--- config.mk ---
export PLATFORM = sky130hd
export DESIGN_NAME = prefetch_queue
export DESIGN_NICKNAME = d
export VERILOG_FILES = /design/src/rtl/pfq_pkg.sv /design/src/rtl/pfq_fetch_ptr.sv /design/src/rtl/pfq_fetch_ctrl.sv /design/src/rtl/pfq_byte_fifo.sv /design/src/rtl/prefetch_queue.sv
export SDC_FILE = /design/constraint.sdc
export NUM_CORES = 1
export LEC_CHECK = 0
export CORE_MARGIN = 4
export CORE_UTILIZATION = 25
export DETAILED_ROUTE_END_ITERATION = 16
export PLACE_DENSITY = 0.46
export RECOVER_POWER = 50
export SETUP_SLACK_MARGIN = 0.05
export SKIP_LAST_GASP = 1
export SYNTH_ARGS = -nofsm -noshare
export SYNTH_HDL_FRONTEND = slang
export SYNTH_HIERARCHICAL = 1
export SYNTH_SLANG_ARGS = --single-unit
--- constraint.sdc ---
create_clock -name clk -period 8.5 [get_ports clk]
set_input_delay 1.7 -clock clk [delete_from_list [all_inputs] [get_ports clk]]
set_output_delay 1.7 -clock clk [all_outputs]
set_load 0.02 [all_outputs]
--- src/rtl/pfq_pkg.sv ---
package pfq_pkg;
  typedef enum logic {
    FETCH_IDLE = 1'b0,
    FETCH_BUSY = 1'b1
  } fetch_state_e;
endpackage

--- src/rtl/pfq_fetch_ptr.sv ---
module pfq_fetch_ptr #(
  parameter int SEG_W   = 16,
  parameter int OFS_W   = 16,
  parameter int SHIFT   = 4,
  parameter int ADDR_W  = 20,
  parameter int PUSH_W  = 2
) (
  input  logic              clk,
  input  logic              rst_n,
  input  logic              load,
  input  logic [SEG_W-1:0]  load_seg,
  input  logic [OFS_W-1:0]  load_ofs,
  input  logic [PUSH_W-1:0] advance,
  output logic [ADDR_W-1:0] phys_addr
);
  logic [SEG_W-1:0] seg_q, seg_d;
  logic [OFS_W-1:0] ofs_q, ofs_d;
  logic             ptr_en;

  always_comb begin
    ptr_en = load || (advance != '0);
    seg_d  = seg_q;
    ofs_d  = ofs_q;
    if (load) begin
      seg_d = load_seg;
      ofs_d = load_ofs;
    end else begin
      ofs_d = ofs_q + OFS_W'(advance);
    end
  end

  always_ff @(posedge clk or negedge rst_n) begin
    if (!rst_n) begin
      seg_q <= '0;
      ofs_q <= '0;
    end else if (ptr_en) begin
      seg_q <= seg_d;
      ofs_q <= ofs_d;
    end
  end

  // base shifted by SHIFT bits, offset zero-extended, sum truncated
  assign phys_addr = ADDR_W'({seg_q, {SHIFT{1'b0}}}) + ADDR_W'(ofs_q);
endmodule

--- src/rtl/pfq_fetch_ctrl.sv ---
module pfq_fetch_ctrl
  import pfq_pkg::*;
#(
  parameter int ADDR_W = 20,
  parameter int CNT_W  = 3,
  parameter int PUSH_W = 2
) (
  input  logic              clk,
  input  logic              rst_n,
  input  logic              flush,
  input  logic [ADDR_W-1:0] cur_addr,
  input  logic [CNT_W-1:0]  free_cnt,
  output logic              mem_req,
  output logic [ADDR_W-1:0] mem_addr,
  output logic              mem_word,
  input  logic              mem_ack,
  input  logic [15:0]       mem_rdata,
  output logic [PUSH_W-1:0] push_n,
  output logic [7:0]        push_d0,
  output logic [7:0]        push_d1
);
  fetch_state_e      state_q, state_d;
  logic [ADDR_W-1:0] addr_q, addr_d;
  logic              word_q, word_d;
  logic              drop_q, drop_d;
  logic              room_ok;
  logic              want_word;
  logic              ack_take;

  always_comb begin
    want_word = ~cur_addr[0];
    room_ok   = want_word ? (free_cnt >= CNT_W'(2)) : (free_cnt >= CNT_W'(1));
  end

  always_comb begin
    state_d = state_q;
    addr_d  = addr_q;
    word_d  = word_q;
    drop_d  = drop_q;
    case (state_q)
      FETCH_IDLE: begin
        drop_d = 1'b0;
        if (!flush && room_ok) begin
          state_d = FETCH_BUSY;
          addr_d  = cur_addr;
          word_d  = want_word;
        end
      end
      FETCH_BUSY: begin
        if (mem_ack) begin
          state_d = FETCH_IDLE;
          drop_d  = 1'b0;
        end else if (flush) begin
          drop_d  = 1'b1;
        end
      end
      default: state_d = FETCH_IDLE;
    endcase
  end

  always_ff @(posedge clk or negedge rst_n) begin
    if (!rst_n) begin
      state_q <= FETCH_IDLE;
      addr_q  <= '0;
      word_q  <= 1'b0;
      drop_q  <= 1'b0;
    end else begin
      state_q <= state_d;
      drop_q  <= drop_d;
      if (state_q == FETCH_IDLE) begin
        addr_q <= addr_d;
        word_q <= word_d;
      end
    end
  end

  always_comb begin
    ack_take = (state_q == FETCH_BUSY) && mem_ack && !drop_q && !flush;
    push_n   = '0;
    push_d0  = word_q ? mem_rdata[7:0] : mem_rdata[15:8];
    push_d1  = mem_rdata[15:8];
    if (ack_take) push_n = word_q ? PUSH_W'(2) : PUSH_W'(1);
  end

  assign mem_req  = (state_q == FETCH_BUSY);
  assign mem_addr = addr_q;
  assign mem_word = word_q;
endmodule

--- src/rtl/pfq_byte_fifo.sv ---
module pfq_byte_fifo #(
  parameter int DEPTH  = 6,
  parameter int DW     = 8,
  parameter int PUSH_W = 2,
  localparam int PTR_W = (DEPTH > 1) ? $clog2(DEPTH) : 1,
  localparam int CNT_W = $clog2(DEPTH + 1)
) (
  input  logic              clk,
  input  logic              rst_n,
  input  logic              clear,
  input  logic [PUSH_W-1:0] push_n,
  input  logic [DW-1:0]     push_d0,
  input  logic [DW-1:0]     push_d1,
  input  logic              pop_req,
  output logic              not_empty,
  output logic [DW-1:0]     head,
  output logic [CNT_W-1:0]  fill
);
  logic [DW-1:0]    slot_q [DEPTH];
  logic [PTR_W-1:0] wr_q, wr_d, wr_p1;
  logic [PTR_W-1:0] rd_q, rd_d;
  logic [CNT_W-1:0] cnt_q, cnt_d;
  logic             do_pop;
  logic             we0, we1;
  logic             ptr_en;

  function automatic logic [PTR_W-1:0] ptr_inc(input logic [PTR_W-1:0] p);
    return (p == PTR_W'(DEPTH - 1)) ? '0 : p + PTR_W'(1);
  endfunction

  always_comb begin
    do_pop = pop_req && (cnt_q != '0) && !clear;
    we0    = (push_n != '0) && !clear;
    we1    = (push_n == PUSH_W'(2)) && !clear;
    wr_p1  = ptr_inc(wr_q);
    ptr_en = clear || we0 || do_pop;
    if (clear) begin
      wr_d  = '0;
      rd_d  = '0;
      cnt_d = '0;
    end else begin
      wr_d  = we1 ? ptr_inc(wr_p1) : (we0 ? wr_p1 : wr_q);
      rd_d  = do_pop ? ptr_inc(rd_q) : rd_q;
      cnt_d = cnt_q + CNT_W'(push_n) - CNT_W'(do_pop);
    end
  end

  always_ff @(posedge clk or negedge rst_n) begin
    if (!rst_n) begin
      wr_q  <= '0;
      rd_q  <= '0;
      cnt_q <= '0;
    end else if (ptr_en) begin
      wr_q  <= wr_d;
      rd_q  <= rd_d;
      cnt_q <= cnt_d;
    end
  end

  for (genvar gi = 0; gi < DEPTH; gi++) begin : g_slot
    logic sel0, sel1;
    assign sel0 = we0 && (wr_q  == PTR_W'(gi));
    assign sel1 = we1 && (wr_p1 == PTR_W'(gi));
    always_ff @(posedge clk or negedge rst_n) begin
      if (!rst_n)    slot_q[gi] <= '0;
      else if (sel0) slot_q[gi] <= push_d0;
      else if (sel1) slot_q[gi] <= push_d1;
    end
  end

  assign not_empty = (cnt_q != '0);
  assign head      = slot_q[rd_q];
  assign fill      = cnt_q;
endmodule

--- src/rtl/prefetch_queue.sv ---
module prefetch_queue #(
  parameter int DEPTH  = 6,
  parameter int SEG_W  = 16,
  parameter int OFS_W  = 16,
  parameter int SHIFT  = 4,
  parameter int ADDR_W = 20
) (
  input  logic              clk,
  input  logic              rst_n,
  input  logic              flush,
  input  logic [SEG_W-1:0]  flush_seg,
  input  logic [OFS_W-1:0]  flush_ofs,
  output logic              mem_req,
  output logic [ADDR_W-1:0] mem_addr,
  output logic              mem_word,
  input  logic              mem_ack,
  input  logic [15:0]       mem_rdata,
  output logic              q_valid,
  output logic [7:0]        q_data,
  input  logic              q_ready
);
  localparam int CNT_W  = $clog2(DEPTH + 1);
  localparam int PUSH_W = 2;

  logic [ADDR_W-1:0] cur_addr;
  logic [CNT_W-1:0]  q_fill;
  logic [CNT_W-1:0]  free_cnt;
  logic [PUSH_W-1:0] push_n;
  logic [7:0]        push_d0, push_d1;

  assign free_cnt = CNT_W'(DEPTH) - q_fill;

  pfq_fetch_ptr #(
    .SEG_W(SEG_W), .OFS_W(OFS_W), .SHIFT(SHIFT), .ADDR_W(ADDR_W), .PUSH_W(PUSH_W)
  ) u_ptr (
    .clk       (clk),
    .rst_n     (rst_n),
    .load      (flush),
    .load_seg  (flush_seg),
    .load_ofs  (flush_ofs),
    .advance   (push_n),
    .phys_addr (cur_addr)
  );

  pfq_fetch_ctrl #(
    .ADDR_W(ADDR_W), .CNT_W(CNT_W), .PUSH_W(PUSH_W)
  ) u_ctrl (
    .clk       (clk),
    .rst_n     (rst_n),
    .flush     (flush),
    .cur_addr  (cur_addr),
    .free_cnt  (free_cnt),
    .mem_req   (mem_req),
    .mem_addr  (mem_addr),
    .mem_word  (mem_word),
    .mem_ack   (mem_ack),
    .mem_rdata (mem_rdata),
    .push_n    (push_n),
    .push_d0   (push_d0),
    .push_d1   (push_d1)
  );

  pfq_byte_fifo #(
    .DEPTH(DEPTH), .DW(8), .PUSH_W(PUSH_W)
  ) u_fifo (
    .clk       (clk),
    .rst_n     (rst_n),
    .clear     (flush),
    .push_n    (push_n),
    .push_d0   (push_d0),
    .push_d1   (push_d1),
    .pop_req   (q_ready),
    .not_empty (q_valid),
    .head      (q_data),
    .fill      (q_fill)
  );
endmodule

==> results.md, run 1 <==
Placed design:
- The placer congestion estimate is 0.7568.
- During placement, the flow inserted port buffers numbering 83.
- The post-place setup slack is 3607 ps.
- Once detailed placement completed, the half-perimeter wirelength came to 12,130 microns.
- The standard cell area after detailed placement is 7607 sq um.
- Once placement completed, the tool counted placed cells totaling 990.

Clock tree:
- The tree built by TritonCTS fans out to 112 sinks.
- The number of hold buffers added after CTS is 0.
- The number of buffers between clock root and the deepest sink is 2.
- The clock input transition at the sequential cells of the worst setup and hold paths is 80 ps.
- The source-to-sink clock delay at the later pin of the worst-skew pair is approximately 360 ps.
- In this run, post-CTS repair resized a total of 0 instances.
- The CTS tree is built.
- The total clock buffers created by CTS is 9.
- CTS built an H-tree with a depth of 3.
- The root buffer cell is clkbuf_16.
- The post-CTS setup-driven buffer insertion count is 0.

Worst setup path:
- The largest fanout on the critical path is 40.
- The reg-to-reg setup timing slack is about 5300 ps.
- The worst register-to-register path begins at u_ctrl/mem_word.
- The endpoint identified for the worst register-to-register timing path is u_ptr/ofs_q[12].
- The startpoint kind of the worst setup timing path is a primary input.
- For the worst setup path, the data arrival time is 5260 ps.
- The number of cells on the worst reg-to-reg path is 8.
- The critical path is of the primary input to register type.
- The required arrival time at the worst endpoint is 8700 ps.
- The critical path capture point type is a register.

Layout:
- The area of the multi-input gates is roughly 3400 sq um.
- The number of antenna diodes in the final layout is 0.
- The area occupied by registers is 2803 sq um.
- For this run, the share of the core covered by cells in the final layout is 0.3029.
- The final layout net count is around 740.
- The synthesis-to-finish area growth is 19.22%.
- The summed area of non-filler cells in the final layout is 7871 sq um.
- The finished layout holds 1,006 standard cells, fillers aside.
- Of the cells placed in the final design, the portion with a size suffix greater than 1 is 0.1103.
- The final-layout fill cell count is around 2,700.

STA:
- The worst-margin pin slew is roughly 3300 ps.
- Headroom to the max-slew limit came out at -1.189.
- The accumulated negative setup slack is 0 ps.
- The number of pins with negative max-slew slack in the final report is 99.
- Dividing the final minimum period by the clock period gives 0.5956.
- The final hold violation count is 0.
- Setup repair after global routing left no endpoint under its margin.
- Derived from the worst setup path, the maximum achievable clock frequency is 197.5 MHz.
- The worst hold slack is about 500 ps.
- The setup skew after layout is around 9 ps.
- Counting I/O delays and the setup requirement, the final critical path takes 5062 ps.
- Setup violations remaining at the end of the flow were counted as 0.
- After layout, the worst setup slack is around 3400 ps.

Run status:
- The run finished, with violations left.
- The checks that failed: capacitance limit, slew limit.

Yosys:
- The share of synthesized area occupied by flip-flops and latches is 0.4245.
- Counting every net in the synthesized netlist gives 682.
- Counting every instance in the synthesized netlist gives 607.
- A synthesized cell averages 10.88 sq um.
- The flop and latch count out of synthesis is approximately 110.
- Counting flops with an async set or reset pin after synthesis yields a share of 1.000.
- dfrtp_1 is the most common cell in the netlist.
- Of the post-synthesis cell area, the dominant cell type holds 0.4245.
- The biggest area contributor in the post-synthesis netlist is dfrtp_1.
- The post-synthesis cell area is 6603 sq um.
- The most used flip-flop cell after synthesis is dfrtp_1.
- Yosys attributes the largest share of cell area to dfrtp_1 (42%), mux2i_1 (9.2%), mux2_2 (4.8%).
- By count the netlist is led by dfrtp_1 (112), mux2i_1 (61), nor2_1 (59), a21oi_1 (54), nand2_1 (35).
- In this run, synthesis inferred 0 flip-flops with an integrated enable.
- Yosys mapped the design onto 58 distinct sky130hd cell types.
- The number of warnings issued by yosys is 6.

Detailed routing:
- The average wire per cell in the routed design is 17.02 microns.
- The number of optimization iterations in the first detailed-route pass is 5.
- The final route contains 4,688 vias.
- The count of nets left with antenna violations once routing finished came out at 0.
- The initial DRC count is 262.
- In the routed design, unresolved DRC markers number 0.
- Using the TritonRoute via totals, the vias-per-cell ratio works out to 4.660.
- For this block, the routed nets add up to 17,120 microns of wire.

Power and ir drop:
- The power dissipated by switching net loads is between 0.6 and 0.7 mW.
- The power density over the cells is around 250 nW/um^2.
- The share of total power dissipated in sequential elements is 0.384.
- The internal portion of the total power is 1.304 mW.
- Of the total power, the share spent switching nets is 0.3332.
- The leakage dissipation is approximately 3.3 nW.
- Of the total power, combinational logic draws 0.362.
- The clock share of power is 0.254.
- Across the VDD grid, the largest voltage drop is 175.7 uV.
- Overall power consumption after layout is estimated at 1.955 mW.

Global routing:
- For this run, the total global-route usage over all layers was measured as 0.1196.
- The initial antenna violation count came to 1.
- Entering global routing, the biggest net connects 58 pins.
- The first global-routing pass estimated 27,570 microns of wire.
- The number of global-route vias before repair is 4,994.
- The final global-route overflow total is 0.

Floorplan:
- The floorplan step set the die width to 170.5 microns.
- For this design the top-level I/O count stands at 84.
- The die covers 29,070 sq um.
- The starting utilization of the core area is 0.2541.
- The floorplan step set the die height to 170.5 microns.
- In this run the core area contains 59 standard-cell rows.
- The floorplan step defined a core boundary enclosing ~26,000 sq um.

Min path:
- Along the worst hold path, the cell count comes to 1.
- The path class of the tightest hold or removal check is register to register.
- The source of the worst hold timing path is u_ctrl/mem_addr[6].
- The path with the worst hold slack has its endpoint at u_ctrl/mem_addr[6].

Flow run:
- Max-cap violations in this run came to 2.
[sequential cells by signal (all words and copies together), names as in the netlist]
register and cells:
u_fifo/slot_q 48, u_ctrl/mem_addr 20, u_ptr/ofs_q 16, u_ptr/seg_q 16, u_fifo/fill 3, u_fifo/rd_q 3
u_fifo/wr_q 3, u_ctrl/drop_q 1, u_ctrl/mem_req 1, u_ctrl/mem_word 1
[power by group through the flow]
stage	sequential [mW]	combinational (mW)	clock (mW)
3_3_place_gp	0.757	0.748	0
4_1_cts	0.755	0.757	0.518
5_1_grt	0.770	0.771	0.536
2_1_floorplan	0.782	0.443	0
3_5_place_dp	0.763	0.752	0
6_report	0.751	0.708	0.496
[metal layers]
| metal | vias to the layer above | global-route usage | share of wire |
|---|---|---|---|
| met2 | 127 | 0.1919 | 0.46 |
| met4 | 2 | 0.02604 | 0.0089 |
| met1 | 2293 | 0.1650 | 0.47 |
| met5 | - | 0 | 0.00041 |
| li1 | 2254 | - | - |
| met3 | 12 | 0.02888 | 0.057 |
[final cells by class]
| class | count | share of cell area |
|---|---|---|
| repair buffers | 90 | 0.1097 |
| well taps | 335 | 0.05325 |
| multi-input cells | 432 | 0.4273 |
| inverters | 21 | 0.01001 |
| clock buffers | 10 | 0.02909 |
| clock inverters | 6 | 0.01462 |
| flip-flops and latches | 112 | 0.3561 |
[how the worst max path moves through the flow]
stage	slack, ps	to	startpoint
6_report	3440	u_fifo/slot_q[45]	flush
5_1_grt	3040	u_fifo/slot_q[46]	flush
2_1_floorplan	4580	u_ptr/ofs_q[12]	flush
4_1_cts	4000	u_ptr/ofs_q[12]	flush
3_5_place_dp	3610	u_ptr/ofs_q[12]	flush
3_3_place_gp	3680	u_ptr/ofs_q[12]	mem_ack
[critical path, stage by stage]
cell	delay, ps
clkbuf_1	790
clkbuf_1	1440
or3b_4	380
or3b_1	560
mux2i_1	280
a21oi_1	90
[cells by family (layout without fill, tap and decap cells)]
kind of cell,Yosys count,in the layout,share of synthesized area
AOI/OAI and AO/OA,111,111,0.1006
xor gates and xnor gates,32,32,0.04245
adders and majority gates,22,22,0.04510
buffers and inverters,63,127,0.05590
DFF,112,112,0.4245
muxes,115,115,0.2085
and+or+nand+nor,152,152,0.1230
[placed cells by master (no fill, tap or decap), types with 3 or more instances in the layout]
cell and instances:
fa_1 3, a211oi_1 3, o22ai_1 8, o21ai_1 18
nand4_1 4, clkbuf_16 9, nand3b_1 4, xnor2_1 13
a21o_1 3, dfrtp_1 112, mux2_1 18, bufinv_16 3
a21oi_1 54, nand3_1 11, nand2_1 35, clkdlybuf4s50_1 80
o21ai_0 10, nand2b_1 5, xor2_1 19, nor3b_1 4
or3_1 3, mux2i_1 61, nor2_1 59, mux4_2 8
buf_4 5, clkbuf_1 5, inv_1 21, mux2_2 28
ha_1 19, and2_1 4, and3_1 4
Note: power is estimated with default switching activity, not from simulation.
==> run 2: changes to the inputs <==
--- a/config.mk
+++ b/config.mk
@@ -8,7 +8,7 @@
 export CORE_MARGIN = 4
 export CORE_UTILIZATION = 25
 export DETAILED_ROUTE_END_ITERATION = 16
-export PLACE_DENSITY = 0.46
+export PLACE_DENSITY = 0.48
 export RECOVER_POWER = 50
 export SETUP_SLACK_MARGIN = 0.05
 export SKIP_LAST_GASP = 1
==> constraint.sdc (replaced) <==
create_clock -name clk -period 4.49 [get_ports clk]
set_input_delay 0.898 -clock clk [delete_from_list [all_inputs] [get_ports clk]]
set_output_delay 0.898 -clock clk [all_outputs]
set_load 0.02 [all_outputs]
==> run 2 against run 1 <==
Net effect: the flow still finishes with violations (capacitance limit, slew limit); cell count up 0.40%; routed wire length down 5.8%; die area unchanged; critical path depth down 1; combinational power up 96%; power up 85%; hold slack better by 9.7 ps; critical path type is now register to output pin; largest power group unchanged.
==> results.md, run 2 (synthesized netlist as in run 1, its figures left out) <==
Run status:
- The flow ran to the end, but the final reports show violations.
- The final reports fail on capacitance limit, slew limit.

STA:
- In the final timing run, aggregate negative setup slack is 0 ps.
- Dividing the final minimum period by the clock period gives 0.7918.
- Measured against its own limit, the worst slew margin works out to -0.01556.
- The worst path in the final design needs a cycle of 3555 ps, including I/O delays and setup.
- Setup repair after global routing left no endpoint under its margin.
- The fmax is 281.3 MHz.
- The number of setup violations in the final report is 0.
- The worst-margin pin slew is 1523 ps.
- The final hold violation count is 0.
- The number of pins with negative max-slew slack in the final report is slightly above 60.
- Between clock sinks in the finished design, the worst skew comes to 11.92 ps.

Detailed routing:
- The ratio of routed vias to standard cells is roughly 4.5.
- The average wire per cell in the routed design is around 16 microns.
- Across all layers, the routed design uses ~4,500 vias.
- The detailed router finished its first iteration with 240 violations.
- The first detailed-routing pass took 4 iterations.
- The number of antenna-violating nets in the routed design is 0.
- After detailed routing, the number of remaining DRC violations is 0.
- The total routed wirelength is 16,130 microns.

Floorplan:
- The die is 170.5 microns wide.
- The die area is approximately 29,000 sq um.
- 84 I/O pins were placed.
- The standard-cell row count is 59.
- The core outline area is 25,980 sq um.
- Measured along the y axis, the die boundary spans about 170 microns.
- The initial utilization of the core area, before any placement, comes to 0.2541.

Layout:
- The sequential cells in the finished layout cover a total of roughly 2800 sq um.
- The register with the most flip-flops is u_fifo/slot_q.
- The most common cell after layout, fill and taps aside is dfrtp_1.
- In the final design database the tool counted between 700 and 800 nets.
- In the layout the commonest cells are dfrtp_1 (112), clkdlybuf4s50_1 (79), mux2i_1 (61).
- The flip-flop count of the largest register, all copies and words added is between 40 and 50.
- Summing all multi-input logic gate instances after layout gives around 3400 sq um.
- The filler cells instantiated in the layout total 2,720.
- Of the cells placed in the final design, the portion with a size suffix greater than 1 is 0.1467.
- The total inserted antenna cells is 0.
- Relative to the synthesized area, the layout overhead comes to 20.03%.
- After routing the design area is 7925 sq um.

Clock tree:
- In this run, CTS created clock tree buffers numbering 9.
- In this run the clock root is driven by a clkbuf_16.
- The clock drives 112 sinks.
- The CTS tree is built.
- In this run the post-CTS setup repair buffer count came out at 0.
- The clock input transition at the sequential cells of the worst setup and hold paths is 80 ps.
- The number of buffers between clock root and the deepest sink is 2.
- The number of gates resized after CTS was 0.
- For the worst-skew pair, the clock arrives at the later sink with an insertion delay of 350 ps.
- Buffers inserted to repair hold after CTS numbered 0.
- The H-tree was split into 3 levels.

Min path:
- The worst hold path belongs to the class register to register.

Worst setup path:
- Walking the worst path, the cells encountered are buf_4, mux4_2, inv_1, o22ai_1, clkdlybuf4s50_1.
- The required arrival time at the worst endpoint is 3590 ps.
- The largest fanout on the critical path is 12.
- The critical path capture point type is an output pin.
- For this design, the slowest cell found on the critical path is dfrtp_1.
- The maximum single-stage delay on the critical path is 640 ps.
- Data arrives at the worst endpoint at 2660 ps.
- STA classifies the critical path startpoint as a register.
- The category of the most critical setup path is register to output pin.

Power and ir drop:
- The peak supply drop is roughly 190 uV.
- Dividing total power by cell area gives a power density of 456.4 nW/um^2.
- The leakage dissipation is 3.415 nW.

Placed design:
- The post-DP HPWL is around 11,000 microns.
- Port buffering added 83 buffers.
- The placer congestion estimate is 0.7379.
- The standard cell area after detailed placement is roughly 7700 sq um.

Global routing:
- The number of global-route vias before repair is ~4,600.
- Entering global routing, the biggest net connects 66 pins.
- The final global-route overflow total is 0.
- The initial antenna violation count is 0.
- The wire length of the first global-routing pass is 26,300 microns.
- The global-route usage over all layers is 0.1135.

Flow run:
- Across the run, the number of max-cap violations was 1.
==> run 2: final cells by class <==
type / count / area share
multi-input combinational: 432 / 0.4329
sequential: 112 / 0.3536
timing repair buffer: 94 / 0.1151
tap: 335 / 0.05289
clock buffer: 11 / 0.03063
inverter: 21 / 0.009946
clock inverter: 5 / 0.004894
==> run 2: final timing paths <==
path	start	end	slack, ps	cells past startpoint
worst max-delay path	u_fifo/rd_q[0]	q_data[1]	930	5
worst min-delay path	u_ctrl/drop_q	u_ctrl/drop_q	510	2
worst max register to register	u_ctrl/mem_word	u_ptr/ofs_q[12]	1670	9
worst min register to register	u_ctrl/drop_q	u_ctrl/drop_q	510	2
max in group asynchronous	rst_n	u_fifo/slot_q[20]	1520	2
min in group asynchronous	rst_n	u_ptr/seg_q[9]	910	1
==> run 2: per-layer routing <==
metal | GRT usage | share of wire | wire (microns)
met1 | 0.1670 | 0.51 | 8157
met5 | 0 | 0 | 0
met2 | 0.1702 | 0.44 | 7078
met3 | 0.02611 | 0.044 | 706
met4 | 0.02535 | 0.011 | 184
==> run 2: through the flow <==
step	power (mW)	util	hold WS [ps]	std cells	setup WS (ps)
detailed placement	2.869	0.2949	494.5	994	864.3
global route	3.855	0.3050	537.1	1010	806.0
finish	3.617	0.3050	514.6	1010	934.7
floorplan	2.320	-	465.0	607	1376
CTS	3.681	0.3057	519.6	1010	911.9
global placement	2.867	0.2949	490.8	994	892.3
==> run 2: where the power goes <==
group | internal [mW] | total [mW] | switching, mW
sequential | 1.24 | 1.44 | 0.197
combinational | 0.742 | 1.39 | 0.649
clock | 0.397 | 0.788 | 0.391
==> run 2: critical path, delay by kind of cell, from the launching register on <==
kind	cells	cell delay, ps
AOI/OAI and AO/OA	1	80
buffers and inverters	3	1050
DFF	1	640
muxes	1	530
